--- src/rtl/sram_cyc_pkg.sv ---
package sram_cyc_pkg;

    // What one clock edge does to the memory.
    typedef enum logic [1:0] {
        CYC_IDLE  = 2'd0,
        CYC_DESEL = 2'd1,
        CYC_BEGIN = 2'd2,
        CYC_CONT  = 2'd3
    } cyc_e;

    // Decoded access for one edge.
    typedef struct packed {
        cyc_e kind;
        logic rd;
        logic wr;
    } acc_t;

    // All three enables in their active state.
    function automatic logic chips_on(input logic main_n, input logic hi, input logic lo_n);
        return (!main_n) && hi && (!lo_n);
    endfunction

    // Processor strobe is honoured only with the main enable active.
    function automatic logic cpu_start(input logic cpu_n, input logic main_n);
        return (!cpu_n) && (!main_n);
    endfunction

    function automatic logic is_access(input cyc_e k);
        return (k == CYC_BEGIN) || (k == CYC_CONT);
    endfunction

endpackage

--- src/rtl/sram_cyc_decode.sv ---
module sram_cyc_decode
    import sram_cyc_pkg::*;
#(
    parameter int BYTES = 2
) (
    input  logic             clk,
    input  logic             rst,
    input  logic             sleep,
    input  logic             cs_main_n,
    input  logic             cs_hi,
    input  logic             cs_lo_n,
    input  logic             strobe_cpu_n,
    input  logic             strobe_ctl_n,
    input  logic             wr_all_n,
    input  logic             wr_bytes_n,
    input  logic [BYTES-1:0] byte_sel_n,
    output acc_t             acc,
    output logic [BYTES-1:0] wen
);

    logic             sel_q;
    logic             cpu_go;
    logic             strobe_seen;
    logic             take_we;
    logic [BYTES-1:0] wen_raw;

    always_comb begin
        wen_raw     = {BYTES{~wr_all_n}} | ({BYTES{~wr_bytes_n}} & ~byte_sel_n);
        cpu_go      = cpu_start(strobe_cpu_n, cs_main_n);
        strobe_seen = cpu_go | ~strobe_ctl_n;
        acc         = '0;
        take_we     = 1'b0;
        if (!sleep) begin
            if (strobe_seen) begin
                if (chips_on(cs_main_n, cs_hi, cs_lo_n)) begin
                    acc.kind = CYC_BEGIN;
                    take_we  = ~cpu_go;
                end else begin
                    acc.kind = CYC_DESEL;
                end
            end else if (sel_q) begin
                acc.kind = CYC_CONT;
                take_we  = 1'b1;
            end
        end
        wen    = (is_access(acc.kind) && take_we) ? wen_raw : '0;
        acc.wr = |wen;
        acc.rd = is_access(acc.kind) && !(|wen);
    end

    always_ff @(posedge clk) begin
        if (rst) begin
            sel_q <= 1'b0;
        end else if (acc.kind == CYC_BEGIN) begin
            sel_q <= 1'b1;
        end else if (acc.kind == CYC_DESEL) begin
            sel_q <= 1'b0;
        end
    end

    // a processor-strobe edge never writes
    a_r3_cpu_start_reads: assert property (@(posedge clk) disable iff (rst)
        (!sleep && !strobe_cpu_n && !cs_main_n) |-> (wen == '0));

    // a deselect edge leaves the memory deselected
    a_r6_desel_drops_sel: assert property (@(posedge clk) disable iff (rst)
        (!sleep && !strobe_ctl_n && !cs_hi) |=> !sel_q);

    // blocked processor strobe does not select
    a_r5_cpu_blocked: assert property (@(posedge clk) disable iff (rst)
        (!sel_q && !sleep && cs_main_n && strobe_ctl_n) |=> !sel_q);

    // no access while asleep
    a_r12_sleep_no_access: assert property (@(posedge clk) disable iff (rst)
        sleep |-> (!acc.rd && !acc.wr && (wen == '0)));

endmodule

--- src/rtl/sram_byte_array.sv ---
module sram_byte_array #(
    parameter int BYTES  = 2,
    parameter int BYTE_W = 8,
    parameter int AW     = 6
) (
    input  logic                    clk,
    input  logic [AW-1:0]           waddr,
    input  logic [BYTES*BYTE_W-1:0] wdata,
    input  logic [BYTES-1:0]        wen,
    input  logic [AW-1:0]           raddr,
    output logic [BYTES*BYTE_W-1:0] rword
);

    localparam int DEPTH = 1 << AW;

    for (genvar b = 0; b < BYTES; b++) begin : g_lane
        logic [BYTE_W-1:0] lane_mem [DEPTH];

        always_ff @(posedge clk) begin
            if (wen[b]) begin
                lane_mem[waddr] <= wdata[b*BYTE_W +: BYTE_W];
            end
        end

        assign rword[b*BYTE_W +: BYTE_W] = lane_mem[raddr];
    end

endmodule

--- src/rtl/sram_read_stage.sv ---
module sram_read_stage
    import sram_cyc_pkg::*;
#(
    parameter int WORD_W = 16,
    parameter int AW     = 6
) (
    input  logic              clk,
    input  logic              rst,
    input  logic              flow_n,
    input  logic              oe_n,
    input  logic              sleep,
    input  acc_t              acc,
    input  logic [AW-1:0]     addr,
    input  logic [WORD_W-1:0] rword,
    output logic [AW-1:0]     raddr,
    output logic [WORD_W-1:0] rdata,
    output logic              drive_en
);

    logic              rd_q;
    logic              wr_q;
    logic              pipe_q;
    logic [AW-1:0]     addr_q;
    logic [WORD_W-1:0] dout_q;
    logic              word_ready;

    always_ff @(posedge clk) begin
        if (rst) begin
            rd_q   <= 1'b0;
            wr_q   <= 1'b0;
            pipe_q <= 1'b0;
            addr_q <= '0;
            dout_q <= '0;
        end else begin
            rd_q   <= acc.rd;
            wr_q   <= acc.wr;
            pipe_q <= rd_q && (acc.kind != CYC_DESEL);
            if (acc.rd) begin
                addr_q <= addr;
            end
            if (rd_q) begin
                dout_q <= rword;
            end
        end
    end

    always_comb begin
        raddr      = addr_q;
        word_ready = flow_n ? pipe_q : rd_q;
        rdata      = flow_n ? dout_q : rword;
        drive_en   = word_ready && !wr_q && !oe_n && !sleep;
    end

    // a write edge blanks the output for the next cycle
    a_r10_write_blanks: assert property (@(posedge clk) disable iff (rst)
        acc.wr |=> !drive_en);

    // a deselect edge blanks the output in both read modes
    a_r6_desel_blanks: assert property (@(posedge clk) disable iff (rst)
        (acc.kind == CYC_DESEL) |=> !drive_en);

endmodule

--- src/rtl/sram_burst_core.sv ---
module sram_burst_core
    import sram_cyc_pkg::*;
#(
    parameter int BYTES  = 2,
    parameter int BYTE_W = 8,
    parameter int AW     = 6
) (
    input  logic                    clk,
    input  logic                    rst,
    input  logic [AW-1:0]           addr,
    input  logic [BYTES*BYTE_W-1:0] wdata,
    input  logic                    cs_main_n,
    input  logic                    cs_hi,
    input  logic                    cs_lo_n,
    input  logic                    strobe_cpu_n,
    input  logic                    strobe_ctl_n,
    input  logic                    wr_all_n,
    input  logic                    wr_bytes_n,
    input  logic [BYTES-1:0]        byte_sel_n,
    input  logic                    oe_n,
    input  logic                    flow_n,
    input  logic                    sleep,
    output logic [BYTES*BYTE_W-1:0] rdata,
    output logic                    drive_en
);

    localparam int WORD_W = BYTES * BYTE_W;

    acc_t              acc;
    logic [BYTES-1:0]  wen;
    logic [AW-1:0]     raddr;
    logic [WORD_W-1:0] rword;

    sram_cyc_decode #(.BYTES(BYTES)) u_decode (
        .clk          (clk),
        .rst          (rst),
        .sleep        (sleep),
        .cs_main_n    (cs_main_n),
        .cs_hi        (cs_hi),
        .cs_lo_n      (cs_lo_n),
        .strobe_cpu_n (strobe_cpu_n),
        .strobe_ctl_n (strobe_ctl_n),
        .wr_all_n     (wr_all_n),
        .wr_bytes_n   (wr_bytes_n),
        .byte_sel_n   (byte_sel_n),
        .acc          (acc),
        .wen          (wen)
    );

    sram_byte_array #(.BYTES(BYTES), .BYTE_W(BYTE_W), .AW(AW)) u_array (
        .clk   (clk),
        .waddr (addr),
        .wdata (wdata),
        .wen   (wen),
        .raddr (raddr),
        .rword (rword)
    );

    sram_read_stage #(.WORD_W(WORD_W), .AW(AW)) u_read (
        .clk      (clk),
        .rst      (rst),
        .flow_n   (flow_n),
        .oe_n     (oe_n),
        .sleep    (sleep),
        .acc      (acc),
        .addr     (addr),
        .rword    (rword),
        .raddr    (raddr),
        .rdata    (rdata),
        .drive_en (drive_en)
    );

    // output enable high keeps the pins quiet
    a_r11_oe_quiet: assert property (@(posedge clk) disable iff (rst)
        oe_n |-> !drive_en);

    // nothing drives in the cycle after reset
    a_r13_reset_quiet: assert property (@(posedge clk)
        rst |=> !drive_en);

endmodule

--- config.mk ---
export PLATFORM = sky130hd
export DESIGN_NAME = sram_burst_core
export DESIGN_NICKNAME = d
export VERILOG_FILES = /design/src/rtl/sram_cyc_pkg.sv /design/src/rtl/sram_cyc_decode.sv /design/src/rtl/sram_byte_array.sv /design/src/rtl/sram_read_stage.sv /design/src/rtl/sram_burst_core.sv
export SDC_FILE = /design/constraint.sdc
export NUM_CORES = 1
export LEC_CHECK = 0
export CORE_ASPECT_RATIO = 0.9
export CORE_MARGIN = 1.5
export CORE_UTILIZATION = 40
export DETAILED_ROUTE_END_ITERATION = 10
export DONT_BUFFER_PORTS = 1
export GPL_TIMING_DRIVEN = 0
export PLACE_DENSITY = 0.57
export SLEW_MARGIN = 20
export SYNTH_ARGS = -nofsm -noshare
export SYNTH_HDL_FRONTEND = slang
export SYNTH_SLANG_ARGS = --single-unit
--- constraint.sdc ---
create_clock -name clk -period 6.17 [get_ports clk]
set_input_delay 0.617 -clock clk [delete_from_list [all_inputs] [get_ports clk]]
set_output_delay 0.617 -clock clk [all_outputs]
set_load 0.02 [all_outputs]
* Yosys cells after proc, flatten, opt, wreduce, memory -nomap -nowiden
Memories as Yosys holds them, arrays and structs flattened. A register that Yosys moved wholly into a read port is not among the register bits.
Cells that the tools add are included.
W data, S select, Z words.
** Storage, ports and cells
- Bits of input ports :: 36
- Memories :: 2
- Bits in writable memories :: 1024
- Output and inout port bits :: 17
- Flip-flop bits (word level) :: 26
** Memories
- u_array.g_lane[0].lane_mem :: depth 64, width 8, read ports 1, clocked after memory_dff 1, wr ports 1, line sram_byte_array.sv:17 : logic [BYTE_W-1:0] lane_mem [DEPTH];
- u_array.g_lane[1].lane_mem :: depth 64, width 8, read ports 1, clocked after memory_dff 1, wr ports 1, line sram_byte_array.sv:17
** Cells by class
- Reduce and logical (&&, ||, !) cells :: 19
- Bitwise gates (word level) :: 8
- Multiplexer cells :: 21
- Equal/unequal tests :: 4
** Operator list (count)
- $mux W6 :: 4
- $mux W16 :: 1
- $mux W1 :: 11
- $mux W2 :: 5
- $logic_and A1 B1 Y1 :: 9
- $logic_not A1 Y1 :: 7
- $eq A2 B2 Y1 const B :: 2
- $not A1 Y1 :: 4
- $and A2 B2 Y2 :: 1
- $eq A2 B1 Y1 const B :: 1
- $ne A2 B1 Y1 const B :: 1
- $not A2 Y2 :: 1
- $or A2 B2 Y2 :: 1
- $reduce_bool A2 Y1 :: 1
- $reduce_or A2 Y1 :: 1
- $logic_or A1 B1 Y1 :: 1
- $or A1 B1 Y1 :: 1

* Longest topological paths before layout
Gate-level depths: netlist of run 1.
- Depth after elaboration :: 15
- Mapped depth :: 12

* Hierarchy
Synthesis of run 1 repeated with hierarchy kept, for this count alone.
** Unflattened totals
- Cell total of the unflattened synthesis :: 2013
- Area, all modules :: 41302.1 µm²
** Modules (own cells, without submodules)
- sram_byte_array :: cells each 1886, instances 1, area each 39953.3 µm², seq. area each 30749.5 µm²
- sram_read_stage :: cells each 99, instances 1, area each 1139.8 µm², seq. area each 500.5 µm²
- sram_cyc_decode :: cells each 28, instances 1, area each 209.0 µm², seq. area each 20.0 µm²

* Worst setup path before layout of run 1
Ideal clock, no wire load.
- Path type :: in2reg
- From :: input port cs_main_n
- To :: memory u_array.g_lane[0].lane_mem[59][0], enable pin
- Cell stages on the path :: 10
- Path slack :: 2955 ps
- Required time :: 5799 ps
- Arrival time :: 2844 ps
- Path through :: or3b_1 o22ai_1 nor2b_1 ha_1 nor2_1 nor2_1 and4b_1 buf_2 nand4_1 nor2_1
** Between the ends
- Cells in the longest elaborated chain, start to end :: 12
- Elaborated cells on any way between the ends :: 19
- Classes of those cells :: eq/ne: 2; mux: 9; bitwise: 2; reduce/logical: 6
** RTL lines
- from (decl) :: line sram_burst_core.sv:12 : input logic cs_main_n,
- $logic_not A1 Y1 (*) :: line sram_cyc_pkg.sv:20, sram_cyc_pkg.sv:25
- $logic_and A1 B1 Y1 (2 in series) :: line sram_cyc_pkg.sv:20 : return (!main_n) && hi && (!lo_n);
- $mux W2 :: line sram_cyc_decode.sv:35 : if (chips_on(cs_main_n, cs_hi, cs_lo_n)) begin
- $mux W2 :: line sram_cyc_decode.sv:34 : if (strobe_seen) begin
- $mux W2 :: line sram_cyc_decode.sv:33 : if (!sleep) begin
- $eq A2 B2 Y1 :: line sram_cyc_pkg.sv:29 : return (k == CYC_BEGIN) || (k == CYC_CONT);
- $logic_or A1 B1 Y1 :: line sram_cyc_pkg.sv:29
- $logic_and A1 B1 Y1 (*) :: line sram_cyc_decode.sv:46 : wen = (is_access(acc.kind) && take_we) ? wen_raw : '0;
- $mux W2 (*) :: line sram_cyc_decode.sv:46
- $mux W1 (*) :: line sram_byte_array.sv:20 : if (wen[b]) begin
- $mux W1 (implied by the code) (*) :: line sram_byte_array.sv:21 : lane_mem[waddr] <= wdata[b*BYTE_W +: BYTE_W];
- to (decl) :: line sram_byte_array.sv:17
Every way passes the cells marked *; elsewhere a longest branch is shown, timed or not.

==> results of run 1 <==
==> power by group <==
group,total (µW),switching (µW),internal [µW]
Combinational,338,234,103
Sequential,7860,3.21,7860
Clock,6610,2670,3950
Total,14800,2910,11900
==> worst max-delay path: stages, from the launching register on <==
cell	delay (ps)
dfxtp_1	300
clkbuf_1	410
buf_2	380
nand4_1	640
clkbuf_1	520
o22ai_1	320
nor4_1	140
and4_1	260
o31ai_1	860
==> registers in the layout, indices dropped and copies added, names as in the netlist, named ones only <==
register / flops
u_array.g_lane.lane_mem: 1024
u_decode.sel_q: 1
u_read.dout_q: 16
u_read.pipe_q: 1
u_read.raddr: 6
u_read.rd_q: 1
u_read.wr_q: 1
==> final timing paths <==
check / from / end / slack (ps)
worst max register to register: u_decode.sel_q / u_array.g_lane[0].lane_mem[63][5] / 2130
worst min-delay path: wdata[15] / u_array.g_lane[1].lane_mem[14][7] / 40
worst min register to register: u_read.raddr[5] / u_read.raddr[5] / 490
worst max-delay path: flop / rdata[12] / 1050
==> cell type report <==
cell class	instances	area, µm²
clock buffers	140	2920
flip-flops and latches	1056	31400
fillers	8765	56600
multi-input cells	1183	9750
inverters	15	56.3
well taps	1368	1710
clock inverters	60	683
plain buffers	144	779
==> cells in the final DEF (no fill, tap or decap), types with 22 or more instances in the layout <==
cell	Yosys	routed
a22oi_1	109	109
clkbuf_1	61	86
dfxtp_1	32	32
clkbuf_16	0	110
nor2_1	214	203
edfxtp_1	1024	1024
buf_2	38	38
and4_1	22	22
mux2i_1	442	442
mux4_2	48	48
nand2_1	31	31
nand3_1	59	59
buf_4	26	26
o22ai_1	59	59
nand2b_1	28	28
==> layer usage <==
metal	wire (µm)	GRT usage, %
met5	26	0
met4	3470	6.40
met3	12700	5.88
met2	54800	35.3
met1	50700	32.1
==> cells by family (layout without fill, tap and decap cells) <==
logic type,after synthesis,after routing
flops,1056,1056
mux,491,491
simple gates,431,431
compound gates,258,258
buf+inv,159,359
fa+ha+maj,3,3
==> metrics by stage <==
| stage | util, % | total power [µW] | setup slack [ps] | hold WS [ps] | instance area [µm²] |
|---|---|---|---|---|---|
| floorplan | - | 8220 | 2960 | 458 | 41900 |
| finish | 45.5 | 14800 | 1050 | 40.4 | 47300 |
| CTS | 45.5 | 14900 | 841 | 6.28 | 47300 |
| detailed placement | 42.0 | 8340 | 1560 | 481 | 43700 |
| global route | 45.5 | 15200 | 918 | 5.55 | 47300 |
| global placement | 42.0 | 8340 | 1540 | 468 | 43600 |
==> impl_metrics.csv, run 1 <==
group,metric,value,unit
place,io_buffers,0,
clock_tree,cts.sinks,1056,
clock_tree,path_clk_slew,60,ps
worst_hold_path,hold-path-cell-count,0,
synth,yosysWarnings,0,
sta,min_period,5120,ps
synth,async_reset_ff_share,0,%
job,drv_cap,0,
power,p_per_area,313,nW/µm²
place,placed_cells,3766,
clock_tree,cts_tree,"built",
finish,diodes,0,
synth,synth-simple-area-share,5.06,%
finish,nets,2547,
sta,fmax,195,MHz
clock_tree,cts_setup_buffers,0,
clock_tree,insertion_delay,680,ps
synth,synthTopCellsByCount,"1024 x edfxtp_1, 442 x mux2i_1, 214 x nor2_1, 109 x a22oi_1, 61 x clkbuf_1",
synth,synth.top_cells.by_area,"edfxtp_1 73%, mux2i_1 11%, mux4_2 2.6%",
finish,drive_gt1_share,13.1,%
synth,yosysSeqAreaShare,74.9,%
floorplanning,die_h,310,µm
clock_tree,cts_htree_levels,3,
detailed_routing,vias_per_cell,5.86,
place,place_congestion,0.963,
synth,synth_nets,2437,
floorplanning,ios,53,
synth,synth_top_area_share,73.4,%
clock_tree,cts_resized,0,
global_route,overflow,0,
detailed_routing,ant_nets,0,
worst_setup_path,path_class,"reg -> out",
power,irDropWorstVdd,245,µV
floorplanning,rows,112,
detailed_routing,routed-via-count,23300,
clock_tree,cts_buffers,108,
finish,area_delta_synth_final,12.8,%
detailed_routing,drc,0,
finish,stdcell_count,3966,
worst_hold_path,holdCritPathClass,"in -> reg",
worst_setup_path,start_kind,"flop",
global_route,grt_pass1_vias,23000,
place,dp_hpwl,85300,µm
sta,tightest_slew,1190,ps
synth,syn_inst,2398,
worst_setup_path,cp.required,5550,ps
synth,synth_area_leader_cell,"edfxtp_1",
synth,synth_compound_gate_area_share,4.79,%
detailed_routing,wire_per_inst,30.7,µm
synth,synth_edf_count,1024,
floorplanning,die_area,107000,µm²
synth,synth-xor-area-share,0,%
sta,slew_headroom,20.4,%
worst_setup_path,crit_fanout,10,
sta,finalSetupViolCount,0,
sta,final-max-slew-violation-count,0,
floorplanning,initial_core_util,40.4,%
sta,rsz0062_at_grt,"no",
sta,fin_skew,31.5,ps
worst_setup_path,cp.arrival,4510,ps
clock_tree,clockRootBuffer,"clkbuf_16",
clock_tree,cts_hold_buf,0,
floorplanning,die_w,344,µm
synth,netlist_area,41900,µm²
sta,period_share,83.0,%
detailed_routing,drt-initial-drc-count,3010,
power,p_leak,0.0140,µW
synth,synth_most_common_cell,"edfxtp_1",
floorplanning,fp.coreArea,104000,µm²
worst_setup_path,rr_worst_depth,10,
clock_tree,cts.path.max_buffers,3,
outcome,run_status,"complete, no violations",
synth,yosys.cell_types.count,49,
synth,synth_top_family_by_area,"multiplexers",
detailed_routing,drt-pass1-iter-count,6,
global_route,grt_usage,22.9,%
worst_setup_path,cp-end-kind,"output port",
synth,ys_seq_elements,1056,
sta,fin_setup_tns,0,ps
global_route,antenna_found_initial,12,
synth,avgSynthCellArea,17.5,µm²
detailed_routing,wl,122000,µm
synth,synth-adder-area-share,0.0896,%
synth,yosys_most_used_dff,"edfxtp_1",
sta,hold_viol,0,
global_route,grt_max_degree,65,
synth,synthMuxAreaShare,13.2,%
global_route,grt_first_pass_wirelength,170000,µm
No activity file was read; power rests on OpenSTA's default activity.
==> run 2, diff against run 1 <==
--- a/config.mk
+++ b/config.mk
@@ -5,13 +5,14 @@
 export SDC_FILE = /design/constraint.sdc
 export NUM_CORES = 1
 export LEC_CHECK = 0
+export ABC_AREA = 1
 export CORE_ASPECT_RATIO = 0.9
 export CORE_MARGIN = 1.5
 export CORE_UTILIZATION = 40
 export DETAILED_ROUTE_END_ITERATION = 10
 export DONT_BUFFER_PORTS = 1
 export GPL_TIMING_DRIVEN = 0
-export PLACE_DENSITY = 0.57
+export PLACE_DENSITY = 0.59
 export SLEW_MARGIN = 20
 export SYNTH_ARGS = -nofsm -noshare
 export SYNTH_HDL_FRONTEND = slang
==> constraint.sdc (replaced) <==
create_clock -name clk -period 4.5 [get_ports clk]
set_input_delay 0.45 -clock clk [delete_from_list [all_inputs] [get_ports clk]]
set_output_delay 0.45 -clock clk [all_outputs]
set_load 0.02 [all_outputs]
==> impl_metrics.csv, run 2 <==
group,metric,value,unit
outcome,run_status,"complete, no violations",
detailed_routing,drt-initial-drc-count,4908,
finish,nFillCells,10000,
detailed_routing,ant_nets,0,
detailed_routing,drt-pass1-iter-count,7,
detailed_routing,wl,156000,µm
worst_setup_path,crit_cells,10,
worst_setup_path,critPathBufInv,2,
detailed_routing,routed-via-count,31700,
job,drv_cap,0,
place,dpl_cell_area,45900,µm²
worst_setup_path,start_kind,"flop",
global_route,antenna_found_initial,8,
power,pwr-share-clk,42.2,%
worst_setup_path,path_cells,"clkbuf_1, buf_1, nand3_1, nand2_1, nand2_1, nand3_1, nand3_1, nand2_1, nand2_1, nand2_1",
synth,synth_top_area_share,70.0,%
clock_tree,cts.sinks,1056,
detailed_routing,drc,0,
synth,synthTopCellsByCount,"1434 x nand2_1, 1024 x edfxtp_1, 886 x nand3_1, 167 x nor2_1, 135 x buf_2",
sta,slew_headroom,17.2,%
synth,syn_inst,3869,
finish,final_cell_mix,"1434 x nand2_1, 1024 x edfxtp_1, 886 x nand3_1, 154 x nor2_1, 135 x buf_2",
finish,largest_reg_flops,1024,
worst_setup_path,r2r_slack,860,ps
place,placed_cells,5335,
power,p_leak,0.0179,µW
sta,final-max-slew-violation-count,0,
sta,finalSetupViolCount,0,
power,irDropWorstVdd,311,µV
finish,postLayoutCellArea,50000,µm²
clock_tree,cts_resized,0,
worst_setup_path,cp-end-kind,"output port",
place,preCtsSetupSlack,642,ps
place,io_buffers,0,
worst_setup_path,crit_path_end,"rdata[12]",
global_route,grt_first_pass_wirelength,214000,µm
synth,yosysWarnings,0,
worst_setup_path,cpMostUsedCell,"nand2_1",
worst_setup_path,r2r_end,"u_array.g_lane[1].lane_mem[21][6]",
place,place_congestion,1.01,
floorplanning,initial_core_util,40.3,%
synth,avgSynthCellArea,11.4,µm²
sta,fmax,234,MHz
synth,synth_area_leader_cell,"edfxtp_1",
power,power.share.switching,24.2,%
synth,yosys_most_used_dff,"edfxtp_1",
worst_setup_path,cp.required,4050,ps
floorplanning,die_area,112000,µm²
worst_setup_path,critPathTopFamily,"buffers and inverters",
sta,period_share,94.9,%
floorplanning,ios,53,
finish,drive_gt1_share,10.6,%
clock_tree,clockRootBuffer,"clkbuf_16",
power,p_switching,5230,µW
synth,yosysSeqAreaShare,71.5,%
power,p_per_area,431,nW/µm²
sta,rsz0062_at_grt,"no",
finish,stdcell_count,5568,
power,power_frac_seq,50.1,%
synth,synth_edf_count,1024,
clock_tree,insertion_delay,700,ps
clock_tree,cts_buffers,111,
global_route,met3_usage,7.98,%
power,comb_power_share,7.7,%
worst_hold_path,holdCritPathClass,"in -> reg",
sta,min_period,4270,ps
sta,whs,142,ps
worst_setup_path,rr_worst_depth,10,
synth,yosys.cell_types.count,28,
synth,async_reset_ff_share,0,%
sta,fin_setup_tns,0,ps
global_route,grt-busiest-layer,"met2",
floorplanning,fp.coreArea,109000,µm²
global_route,grt_usage,27.4,%
power,p_int,16300,µW
sta,tightest_slew,1240,ps
worst_setup_path,cp.arrival,3820,ps
clock_tree,cts_tree,"built",
synth,synth.top_cells.by_area,"edfxtp_1 70%, nand2_1 12%, nand3_1 10%",
global_route,grt_pass1_vias,28100,
finish,area_delta_synth_final,13.8,%
global_route,overflow,0,
synth,synth_nets,3908,
finish,final_common_cell,"nand2_1",
synth,netlist_area,43900,µm²
worst_setup_path,cp_slowest_cell,"clkbuf_1",
floorplanning,die_h,317,µm
finish,top_register,"u_array.g_lane.lane_mem",
clock_tree,cts.path.max_buffers,3,
synth,synth_most_common_cell,"nand2_1",
worst_setup_path,path_class,"reg -> out",
place,dp_hpwl,105000,µm
global_route,grt_max_degree,65,
clock_tree,cts_htree_levels,3,
floorplanning,rows,115,
floorplanning,die_w,352,µm
sta,fin_ws,231,ps
finish,nets,4048,
detailed_routing,wire_per_inst,28.0,µm
global_route,grt_util_met2,40.1,%
sta,hold_viol,0,
worst_setup_path,crit_fanout,10,
global_route,grtUsageMet1,39.3,%
sta,fin_skew,19.9,ps
synth,ys_seq_elements,1056,
worst_setup_path,cpPeakStageDelay,810,ps
worst_setup_path,r2r_start,"u_decode.sel_q",
detailed_routing,vias_per_cell,5.69,
clock_tree,path_clk_slew,60,ps
-- run 2: cell types whose count changed in the layout (fill, tap and decap cells not counted), moves of 48 or more --
| cell | before | now |
|---|---|---|
| mux2i_1 | 442 | 1 |
| mux4_2 | 48 | 0 |
| o22ai_1 | 59 | 0 |
| buf_6 | 11 | 73 |
| clkbuf_1 | 86 | 36 |
| nand3_1 | 59 | 886 |
| a22oi_1 | 109 | 0 |
| nor2_1 | 203 | 154 |
| nand2_1 | 31 | 1434 |
| buf_2 | 38 | 135 |
-- run 2: cells by family (layout without fill, tap and decap cells) --
kind of cell,count (synthesis),count (layout),synth area share (%)
simple gates,2510,2510,24.1
mux,1,1,0.0228
other cells,0,2,0
fa+ha+maj,3,3,0.0855
buf+inv,280,515,4.08
flops,1056,1056,71.5
compound gates,19,19,0.271
-- run 2: worst reg2reg max path, cell delays in order (launching register included) --
cell and delay [ps]:
dfxtp_1 330, o21ai_1 100, nor2_2 260, ha_1 230
nor2_1 70, nor2_1 250, nand2_2 110, a21oi_2 390
inv_2 310, buf_6 270, nor2_1 940
-- run 2: through the flow --
| stage | total power (µW) | utilization [%] |
|---|---|---|
| 6_report | 21600 | 45.8 |
| 5_1_grt | 22000 | 45.8 |
| 3_5_place_dp | 12300 | 42.1 |
| 2_1_floorplan | 11800 | - |
| 4_1_cts | 21500 | 45.8 |
| 3_3_place_gp | 12300 | 41.9 |
-- run 2: how the worst min path moves through the flow --
| stage | cells past startpoint | from | end | slack (ps) |
|---|---|---|---|---|
| 6_report | 1 | wdata[1] | u_array.g_lane[0].lane_mem[1][1] | 140 |
| 5_1_grt | 1 | wdata[14] | u_array.g_lane[1].lane_mem[20][6] | 150 |
| 4_1_cts | 1 | wdata[14] | u_array.g_lane[1].lane_mem[22][6] | 150 |
| 3_5_place_dp | 2 | u_read.raddr[5] | flop | 460 |
| 3_3_place_gp | 2 | u_read.raddr[3] | u_read.raddr[3] | 460 |
| 2_1_floorplan | 2 | u_read.raddr[0] | flop | 450 |
-- run 2: layout make-up --
cell class	count	area [µm²]	area share, %
flip-flops and latches	1056	31400	62.8
multi-input cells	2533	10800	21.7
clock buffers	135	2910	5.82
well taps	1462	1830	3.66
plain buffers	243	1640	3.29
clock inverters	73	667	1.33
repair buffers	27	556	1.11
inverters	37	146	0.293
diodes	2	5.00	0.0100
-- run 2: what timing repair did --
action / in CTS / in global routing
hold buffers: 23 / 0
endpoints found under the hold margin: 1038 / 0
buffers inserted: 0 / 0
-- run 2: power groups by stage --
| stage | Sequential, µW | Clock, µW | Combinational (µW) |
|---|---|---|---|
| global route | 10800 | 9500 | 1730 |
| CTS | 10800 | 9110 | 1600 |
| finish | 10800 | 9100 | 1670 |
| floorplan | 11000 | 0 | 758 |
| detailed placement | 11000 | 0 | 1350 |
| global placement | 11000 | 0 | 1340 |
-- run 2: routing by layer --
metal  vias to the layer above  part of all wire (%)
met5                         -                 0.017
met4                         4                   3.2
met3                       251                    14
met2                      2025                    42
met1                     15600                    41
li1                      13800                     -
